[src/rtl/lcd_seq_pkg.sv]
package lcd_seq_pkg;

    typedef enum logic [1:0] {
        LVL_VDD = 2'd0,
        LVL_V1  = 2'd1,
        LVL_V2  = 2'd2,
        LVL_V3  = 2'd3
    } lvl_e;

    localparam logic [1:0] MODE_NORMAL  = 2'd0;
    localparam logic [1:0] MODE_ALL_ON  = 2'd1;
    localparam logic [1:0] MODE_ALL_OFF = 2'd2;
    localparam logic [1:0] MODE_RSVD    = 2'd3;

    // level driven by a common electrode
    function automatic lvl_e com_level(input logic sel, input logic pol);
        if (!pol) return sel ? LVL_V3 : LVL_V1;
        return sel ? LVL_VDD : LVL_V2;
    endfunction

    // level driven by a segment electrode
    function automatic lvl_e seg_level(input logic on, input logic pol);
        if (!pol) return on ? LVL_VDD : LVL_V2;
        return on ? LVL_V3 : LVL_V1;
    endfunction

endpackage

[src/rtl/lcd_phase_timer.sv]
module lcd_phase_timer #(
    parameter int PRESCALE = 45,
    parameter int NCOM     = 4
) (
    input  logic                      clk,
    input  logic                      rst_n,
    output logic [$clog2(NCOM)-1:0]   phase_o,
    output logic                      pol_o
);
    localparam int PH_W  = $clog2(NCOM);
    localparam int PRE_W = (PRESCALE > 1) ? $clog2(PRESCALE) : 1;
    localparam logic [PRE_W-1:0] LAST_PRE = PRE_W'(PRESCALE - 1);
    localparam logic [PH_W-1:0]  LAST_PH  = PH_W'(NCOM - 1);

    typedef struct packed {
        logic [PRE_W-1:0] pre;
        logic [PH_W-1:0]  phase;
        logic             pol;
    } tmr_t;

    tmr_t st_d, st_q;

    always_comb begin
        st_d = st_q;
        if (st_q.pre == LAST_PRE) begin
            st_d.pre = '0;
            if (st_q.phase == LAST_PH) begin
                st_d.phase = '0;
                st_d.pol   = ~st_q.pol;
            end else begin
                st_d.phase = st_q.phase + 1'b1;
            end
        end else begin
            st_d.pre = st_q.pre + 1'b1;
        end
    end

    always_ff @(posedge clk or negedge rst_n) begin
        if (!rst_n) st_q <= '0;
        else        st_q <= st_d;
    end

    assign phase_o = st_q.phase;
    assign pol_o   = st_q.pol;

    AST_PHASE_HOLD: assert property (@(posedge clk) disable iff (!rst_n)
        (st_q.pre != LAST_PRE) |=> $stable(st_q.phase));
    AST_PHASE_STEP: assert property (@(posedge clk) disable iff (!rst_n)
        (st_q.pre == LAST_PRE && st_q.phase != LAST_PH)
        |=> (st_q.phase == PH_W'($past(st_q.phase) + 1'b1)));
    AST_POL_FLIP: assert property (@(posedge clk) disable iff (!rst_n)
        (st_q.pre == LAST_PRE && st_q.phase == LAST_PH)
        |=> (st_q.phase == '0 && st_q.pol != $past(st_q.pol)));
    AST_POL_HOLD: assert property (@(posedge clk) disable iff (!rst_n)
        !(st_q.pre == LAST_PRE && st_q.phase == LAST_PH) |=> $stable(st_q.pol));
endmodule

[src/rtl/lcd_mode_reg.sv]
module lcd_mode_reg
    import lcd_seq_pkg::*;
(
    input  logic       clk,
    input  logic       rst_n,
    input  logic       mode_wr_i,
    input  logic [1:0] mode_code_i,
    output logic [1:0] mode_o
);
    logic [1:0] mode_d, mode_q;

    always_comb begin
        mode_d = mode_q;
        if (mode_wr_i && mode_code_i != MODE_RSVD) mode_d = mode_code_i;
    end

    always_ff @(posedge clk or negedge rst_n) begin
        if (!rst_n) mode_q <= MODE_ALL_OFF;
        else        mode_q <= mode_d;
    end

    assign mode_o = mode_q;

    AST_RSVD_IGNORED: assert property (@(posedge clk) disable iff (!rst_n)
        (mode_wr_i && mode_code_i == MODE_RSVD) |=> $stable(mode_q));
    AST_MODE_LOAD: assert property (@(posedge clk) disable iff (!rst_n)
        (mode_wr_i && mode_code_i != MODE_RSVD) |=> (mode_q == $past(mode_code_i)));
endmodule

[src/rtl/lcd_com_bank.sv]
module lcd_com_bank
    import lcd_seq_pkg::*;
#(
    parameter int NCOM = 4
) (
    input  logic                    clk,
    input  logic                    rst_n,
    input  logic [$clog2(NCOM)-1:0] phase_i,
    input  logic                    pol_i,
    output logic [2*NCOM-1:0]       com_lvl_o
);
    localparam int PH_W = $clog2(NCOM);

    logic [NCOM-1:0] at_sel_lvl;
    lvl_e            sel_lvl;

    assign sel_lvl = com_level(1'b1, pol_i);

    for (genvar k = 0; k < NCOM; k++) begin : g_com
        logic sel;
        assign sel                  = (phase_i == PH_W'(k));
        assign com_lvl_o[2*k +: 2]  = com_level(sel, pol_i);
        assign at_sel_lvl[k]        = (com_lvl_o[2*k +: 2] == sel_lvl);
    end

    AST_ONE_SELECTED: assert property (@(posedge clk) disable iff (!rst_n)
        $countones(at_sel_lvl) == 1);
endmodule

[src/rtl/lcd_seg_bank.sv]
module lcd_seg_bank
    import lcd_seq_pkg::*;
#(
    parameter int NCOM = 4,
    parameter int NSEG = 32
) (
    input  logic                    clk,
    input  logic                    rst_n,
    input  logic [NSEG*NCOM-1:0]    pixel_map_i,
    input  logic [$clog2(NCOM)-1:0] phase_i,
    input  logic                    pol_i,
    input  logic [1:0]              mode_i,
    output logic [2*NSEG-1:0]       seg_lvl_o
);
    logic [NSEG-1:0] odd_code;
    logic [NSEG-1:0] at_off;

    for (genvar n = 0; n < NSEG; n++) begin : g_seg
        logic [NCOM-1:0] col;
        logic            on;
        assign col = pixel_map_i[n*NCOM +: NCOM];
        always_comb begin
            unique case (mode_i)
                MODE_ALL_ON:  on = 1'b1;
                MODE_ALL_OFF: on = 1'b0;
                default:      on = col[phase_i];
            endcase
        end
        assign seg_lvl_o[2*n +: 2] = seg_level(on, pol_i);
        assign odd_code[n]         = seg_lvl_o[2*n];
        assign at_off[n]           = (seg_lvl_o[2*n +: 2] == seg_level(1'b0, pol_i));
    end

    AST_SEG_PAIR_A: assert property (@(posedge clk) disable iff (!rst_n)
        !pol_i |-> (odd_code == '0));
    AST_SEG_PAIR_B: assert property (@(posedge clk) disable iff (!rst_n)
        pol_i |-> (&odd_code));
    AST_FORCED_OFF: assert property (@(posedge clk) disable iff (!rst_n)
        (mode_i == MODE_ALL_OFF) |-> (&at_off));
    AST_FORCED_ON: assert property (@(posedge clk) disable iff (!rst_n)
        (mode_i == MODE_ALL_ON) |-> (at_off == '0));
endmodule

[src/rtl/lcd_mux_sequencer.sv]
module lcd_mux_sequencer
    import lcd_seq_pkg::*;
#(
    parameter int PRESCALE = 45,
    parameter int NCOM     = 4,
    parameter int NSEG     = 32
) (
    input  logic                    clk,
    input  logic                    rst_n,
    input  logic                    mode_wr_i,
    input  logic [1:0]              mode_code_i,
    input  logic [NSEG*NCOM-1:0]    pixel_map_i,
    output logic [2*NCOM-1:0]       com_lvl_o,
    output logic [2*NSEG-1:0]       seg_lvl_o,
    output logic [$clog2(NCOM)-1:0] phase_o,
    output logic                    polarity_o
);
    logic [$clog2(NCOM)-1:0] phase_w;
    logic                    pol_w;
    logic [1:0]              mode_w;

    lcd_phase_timer #(.PRESCALE(PRESCALE), .NCOM(NCOM)) u_timer (
        .clk(clk), .rst_n(rst_n), .phase_o(phase_w), .pol_o(pol_w)
    );

    lcd_mode_reg u_mode (
        .clk(clk), .rst_n(rst_n), .mode_wr_i(mode_wr_i),
        .mode_code_i(mode_code_i), .mode_o(mode_w)
    );

    lcd_com_bank #(.NCOM(NCOM)) u_com (
        .clk(clk), .rst_n(rst_n), .phase_i(phase_w), .pol_i(pol_w),
        .com_lvl_o(com_lvl_o)
    );

    lcd_seg_bank #(.NCOM(NCOM), .NSEG(NSEG)) u_seg (
        .clk(clk), .rst_n(rst_n), .pixel_map_i(pixel_map_i), .phase_i(phase_w),
        .pol_i(pol_w), .mode_i(mode_w), .seg_lvl_o(seg_lvl_o)
    );

    assign phase_o    = phase_w;
    assign polarity_o = pol_w;
endmodule

[config.mk]
export PLATFORM = sky130hd
export DESIGN_NAME = lcd_mux_sequencer
export DESIGN_NICKNAME = d
export VERILOG_FILES = /design/src/rtl/lcd_seq_pkg.sv /design/src/rtl/lcd_phase_timer.sv /design/src/rtl/lcd_mode_reg.sv /design/src/rtl/lcd_com_bank.sv /design/src/rtl/lcd_seg_bank.sv /design/src/rtl/lcd_mux_sequencer.sv
export SDC_FILE = /design/constraint.sdc
export NUM_CORES = 1
export LEC_CHECK = 0
export BUFFER_PORTS_ARGS = -buffer_cell sky130_fd_sc_hd__buf_4
export CAP_MARGIN = 20
export CORE_AREA = 2 2 81 83
export DETAILED_ROUTE_END_ITERATION = 10
export DIE_AREA = 0 0 83 85
export GPL_TIMING_DRIVEN = 0
export PLACE_DENSITY = 0.8
export SLEW_MARGIN = 10
export SYNTH_ARGS = -nofsm -noshare
export SYNTH_HDL_FRONTEND = slang
export SYNTH_SLANG_ARGS = --single-unit
[constraint.sdc]
create_clock -name clk -period 2.9 [get_ports clk]
set_input_delay 0.725 -clock clk [delete_from_list [all_inputs] [get_ports clk]]
set_output_delay 0.725 -clock clk [all_outputs]
set_load 0.01 [all_outputs]
# Word-level counts from Yosys, hierarchy flattened
# Cells that the tools add are included.
# totals
register_bits,11
inputBits,133
# classes
n_addsub,2
order_cmp,1
eq_ne,7
muxes,206
bitwise,1
n_reduce_logical,3
# op_table
operator,count
2-bit two-way mux,109
1-bit binary-select mux with 2-bit select,32
1-bit one-hot mux with 2 select lines,32
1-bit two-way mux,32
"6-bit by 1-bit adder with 6-bit output, second input constant",1
"2-bit == test, second input constant",3
"6-bit == test, second input constant",1
6-bit two-way mux,1
"2-bit by 1-bit == test with 1-bit output, second input constant",2
"2-bit by 3-bit < comparator with 1-bit output, second input constant",1
"2-bit by 1-bit adder with 2-bit output, second input constant",1
2-bit zero test,1
"2-bit inequality test, second input constant",1
2-bit AND reduction,1
1-bit logical AND,1
1-bit NOT,1

# Depth between registers and ports, before layout
# depth
ltp_word,5
ltp_mapped,8
mapped_depth_nobuf,5

# Modules after synthesis
# From an unflattened synthesis, not the netlist that was laid out.
# hier_totals
cells_unflattened,208
area_unflattened_um2,2304.7
# by_module_without_submodules
module,n_inst,cells_per_inst,area_each_um2,seq_area_each_um2
lcd_seg_bank,1,150,1690.4,0.0
lcd_phase_timer,1,39,439.2,225.2
lcd_mode_reg,1,7,91.3,51.3
lcd_com_bank,1,12,83.8,0.0

# Worst setup path before layout
# Ideal clock, no wire load.
# synth_path
path_kind,flip-flop to output port
from,register u_timer.st_q (netlist bit u_timer.pol_o)
to,output seg_lvl_o[27]
arrival_ps,1833
required_time_ps,2175
path_slack_ps,342
stages_incl_launch_ff,5
path_cell_list,dfrtp_1 > buf_2 > inv_2 > clkbuf_1 > xnor2_1
# synth_via
elab_chain_cells,1
# synth_lines
element,line,source
"start, declared",lcd_phase_timer.sv:21,"tmr_t st_d, st_q;"
"start signal, assigned",lcd_phase_timer.sv:40,else st_q <= st_d;
2-bit two-way mux,lcd_seq_pkg.sv:24,return on ? LVL_V3 : LVL_V1;
"end, declared",lcd_mux_sequencer.sv:14,"output logic [2*NSEG-1:0] seg_lvl_o,"
# Every way passes these cells.

# Final worst setup path
# layout_path
from,"register u_mode.mode_q[1], in the netlist u_mode.mode_o[1]"
to,output seg_lvl_o[9]
# layout_via
elab_chain_cells,4
elab_cells_between_ends,6
cone_classes,eq/ne: 2; mux: 4
# layout_lines
element,line,source
"start, declared",lcd_mode_reg.sv:10,"logic [1:0] mode_d, mode_q;"
"start signal, assigned",lcd_mode_reg.sv:19,else mode_q <= mode_d;
2-bit == test or 2-bit by 1-bit == test with 1-bit output (tied branches),lcd_seg_bank.sv:23,unique case (mode_i)
1-bit one-hot mux with 2 select lines *,lcd_seg_bank.sv:23,
"2-bit two-way mux, on equally long branches","lcd_seq_pkg.sv:23, lcd_seq_pkg.sv:24",
2-bit two-way mux *,lcd_seq_pkg.sv:24,
# Every way passes the cells marked *; elsewhere a longest branch is shown, timed or not.

==> summary.txt <==
CTS
  • Reg clk slew, reported paths: 50 ps
  • Clock root buffer: clkbuf_8
  • CTS sink count: 11
  • Deepest clock path buffer count: 2
  • Insertion delay to the later sink of the worst-skew pair: 240 ps
  • # hold bufs at CTS: 0
  • Cts bufs inserted: 3
  • H-Tree Depth: 1
  • CTS tree: yes

Pwr
  • Power share of the combinational group: 67.1%
  • Maximum vdd drop: 247 uV
  • Clock Power Share: 16.2%
  • Static leakage: 1.99 nW
  • Pwr dens: 241 nW/um^2
  • Internal power: 634 uW
  • Sequential power share: 16.7%
  • Switching power: 329 uW
  • Sw Share: 34.1%

Place
  • PortBufs: 207
  • Post-place instance area: 3930 sq um
  • DP HPWL: 6700 um
  • Placed cell count: 493
  • RePlAce Congestion: 0.840
  • Worst slack at placement: -51.4 ps

STA
  • Final cycle utilization of the critical path: 95.2%
  • Max Clock Freq: 362 MHz
  • Slew @ Worst Pin: 685 ps
  • Fin. Hold Viols: 0
  • RSZ-0062 raised after global routing: no
  • Final setup vio count: 0
  • Fin worst setup slack: 139 ps
  • Fin crit period: 2760 ps
  • Clk_skew: 0.437 ps
  • Slew Viols, Final: 0
  • Slew HR: 54.0%

Worst setup path
  • Critical Path Fanout Max: 10
  • Required time of the critical path: 2170 ps
  • Worst reg2reg setup slack: 1110 ps
  • Reg2Reg Depth: 5
  • CP max stage cell: dfstp_2
  • Slowest stage delay, CP: 530 ps
  • Worst r2r src: u_timer.st_q[3]$_DFF_PN0_
  • Crit Path Class: reg -> out
  • Critical path buffer and inverter count: 4
  • Endpoint class of the critical path: output pin
  • RR Endpoint: u_timer.phase_o[1]$_DFFE_PN0N_
  • Crit-path leading delay family: flip-flops
  • CP startpoint kind: flip-flop
  • Crit path arrival time: 2040 ps
  • CP Cell Sequence: inv_1 -> ha_2 -> nor2b_1 -> clkbuf_2 -> buf_4 -> a21oi_1 -> xnor2_1 -> buf_4
  • Most used cell, CP: buf_4

Global route
  • Grt total ovfl: 0
  • Overall Global Routing Usage: 20.7%
  • Largest net degree at the start of global routing: 35
  • Initial antenna violation count: 0
  • First-pass GRT wire length: 11800 um
  • Number of global-route vias before repair: 2363

Job
  • Max-cap viol count: 0

Logic synthesis
  • Synthesized area per cell: 10.9 sq um
  • Unique masters post-synth: 29
  • Yosys warning total: 0
  • Post-Syn Nets: 349
  • Synth Register Bits: 11
  • Sequential-to-total area share from yosys stat: 12.1%
  • Cells after synthesis: 209
  • Mapped Area: 2280 sq um

Outcome
  • Status: finished, final reports clean

Layout
  • Fillers: 539
  • Fin cells: 495
  • Share of cells above drive strength 1: 78.2%
  • Antenna Cells: 0
  • Final #Nets: 559
  • Area Growth Syn to Fin: 75.1%
  • Register Area: 278 sq um
  • Cell area after layout: 4000 sq um
  • Util after Layout: 64.4%
  • Area taken by multi-input logic gates: 1570 sq um
  • Commonest cells after routing, fill and taps aside: buf_4, xnor2_1, mux4_2, a21oi_2
  • Most common cell after layout, fill and taps aside: buf_4

Detailed routing
  • Antenna-violating nets left: 0
  • Detailed Routing Iterations Pass 1: 6
  • Via-to-Cell Ratio: 4.80
  • DR iter-0 viols: 31
  • Via count: 2375
  • Drc violations: 0
  • Routed length per placed instance: 15.8 um
  • Drt total wl: 7840 um

Floorplanning
  • Die area: 7060 sq um
  • Core box area: 6200 sq um
  • Top Ports: 208
  • Starting Density: 36.8%
  • Site Rows: 29
  • Die Y: 85 um
  • Chip Width: 83 um

Hold path
  • HP Class: in -> async
cell type report:
| type | instances | share of cell area, % |
|---|---|---|
| Sequential cell | 11 | 6.95 |
| Multi-Input combinational cell | 135 | 39.3 |
| Timing Repair Buffer | 207 | 38.9 |
| Clock buffer | 4 | 1.13 |
| Inverter | 6 | 0.564 |
| Buffer | 55 | 10.7 |
| Tap cell | 77 | 2.41 |
metrics by stage:
step           power [mW]  hold slack [ps]  TNS, ps
2_1_floorplan       0.485              429        0
3_3_place_gp        0.792              497        0
3_5_place_dp        0.803              506    -62.4
4_1_cts             0.970              301        0
5_1_grt              1.02              308        0
6_report            0.963              304        0
routing by layer:
| layer | global-route usage [%] | routed length [um] | up-vias |
|---|---|---|---|
| met2 | 40.6 | 4330 | 105 |
| li1 | - | - | 1133 |
| met3 | 4.38 | 574 | 7 |
| met1 | 23.2 | 2870 | 1130 |
| met5 | 0 | 0 | - |
| met4 | 3.43 | 57 | 0 |
worst max-delay path by stage:
stage | start | to | cells after the start
final | u_mode.mode_o[1]$_DFFE_PN1P_ | seg_lvl_o[9] | 8
after global routing | u_mode.mode_o[1]$_DFFE_PN1P_ | seg_lvl_o[19] | 8
after CTS | u_timer.phase_o[1]$_DFFE_PN0N_ | seg_lvl_o[33] | 6
after detailed placement | u_timer.pol_o$_DFFE_PN0P_ | seg_lvl_o[33] | 5
after global placement | u_timer.pol_o$_DFFE_PN0P_ | seg_lvl_o[33] | 5
after floorplan | u_timer.pol_o$_DFFE_PN0P_ | seg_lvl_o[27] | 4
cell usage after synthesis:
cell type	n	share of area, %
a21o_1	1	0.33
a21oi_1	6	1.3
a21oi_2	27	10
buf_1	1	0.16
buf_12	2	1.8
buf_2	11	2.4
buf_4	37	12
buf_6	1	0.49
buf_8	1	0.66
clkbuf_1	4	0.66
dfrtp_1	10	11
dfstp_2	1	1.2
ha_1	7	3.8
inv_1	5	0.82
inv_2	1	0.16
mux2_2	2	0.99
mux4_1	4	4.6
mux4_2	28	28
nand2_1	2	0.33
nand3_1	3	0.66
nor2_1	8	1.3
nor2b_1	3	0.82
nor3_1	1	0.22
nor3b_1	1	0.33
nor4b_1	1	0.38
o21ai_0	1	0.22
or3_1	1	0.27
xnor2_1	34	13
xor2_1	5	1.9
cells by family (layout without fill, tap and decap cells):
kind of cell               count (synthesis)  count (layout)  share of synthesized area [%]
DFF                                       11              11                           12.1
adders and majority gates                  7               7                           3.84
AOI/OAI and AO/OA                         35              35                           12.2
muxes                                     34              34                           33.2
xor gates and xnor gates                  39              39                           15.0
buffers and inverters                     63             272                           19.3
and+or+nand+nor                           20              20                           4.33
sequential cells by signal, indices dropped and copies added (netlist names):
signal	cells
u_timer.pol_o	1
u_timer.phase_o	2
u_mode.mode_o	2
u_timer.st_q	6
power by group through the flow:
stage                     logic [mW]  registers, mW  clock network (mW)
final                          0.647          0.160               0.156
after global routing           0.693          0.160               0.170
after CTS                      0.648          0.160               0.163
after detailed placement       0.640          0.163                   0
after global placement         0.629          0.162                   0
after floorplan                0.323          0.162                   0
worst register-to-register path, delay by kind of cell, from the launching register on:
kind | cells | cell delay (ps)
mux | 1 | 400
flops | 1 | 420
buf+inv | 1 | 80
fa+ha+maj | 1 | 140
simple gates | 2 | 620
repair_timing:
item | 4_1_cts | 5_1_grt
setup buffers | 0 | 0
endpoints found under the setup margin | 33 | 27
resized for setup | 8 | 3
pin swaps | 0 | 0
endpoints found under the hold margin | 0 | 0
Power figures use the tool's default switching activity.
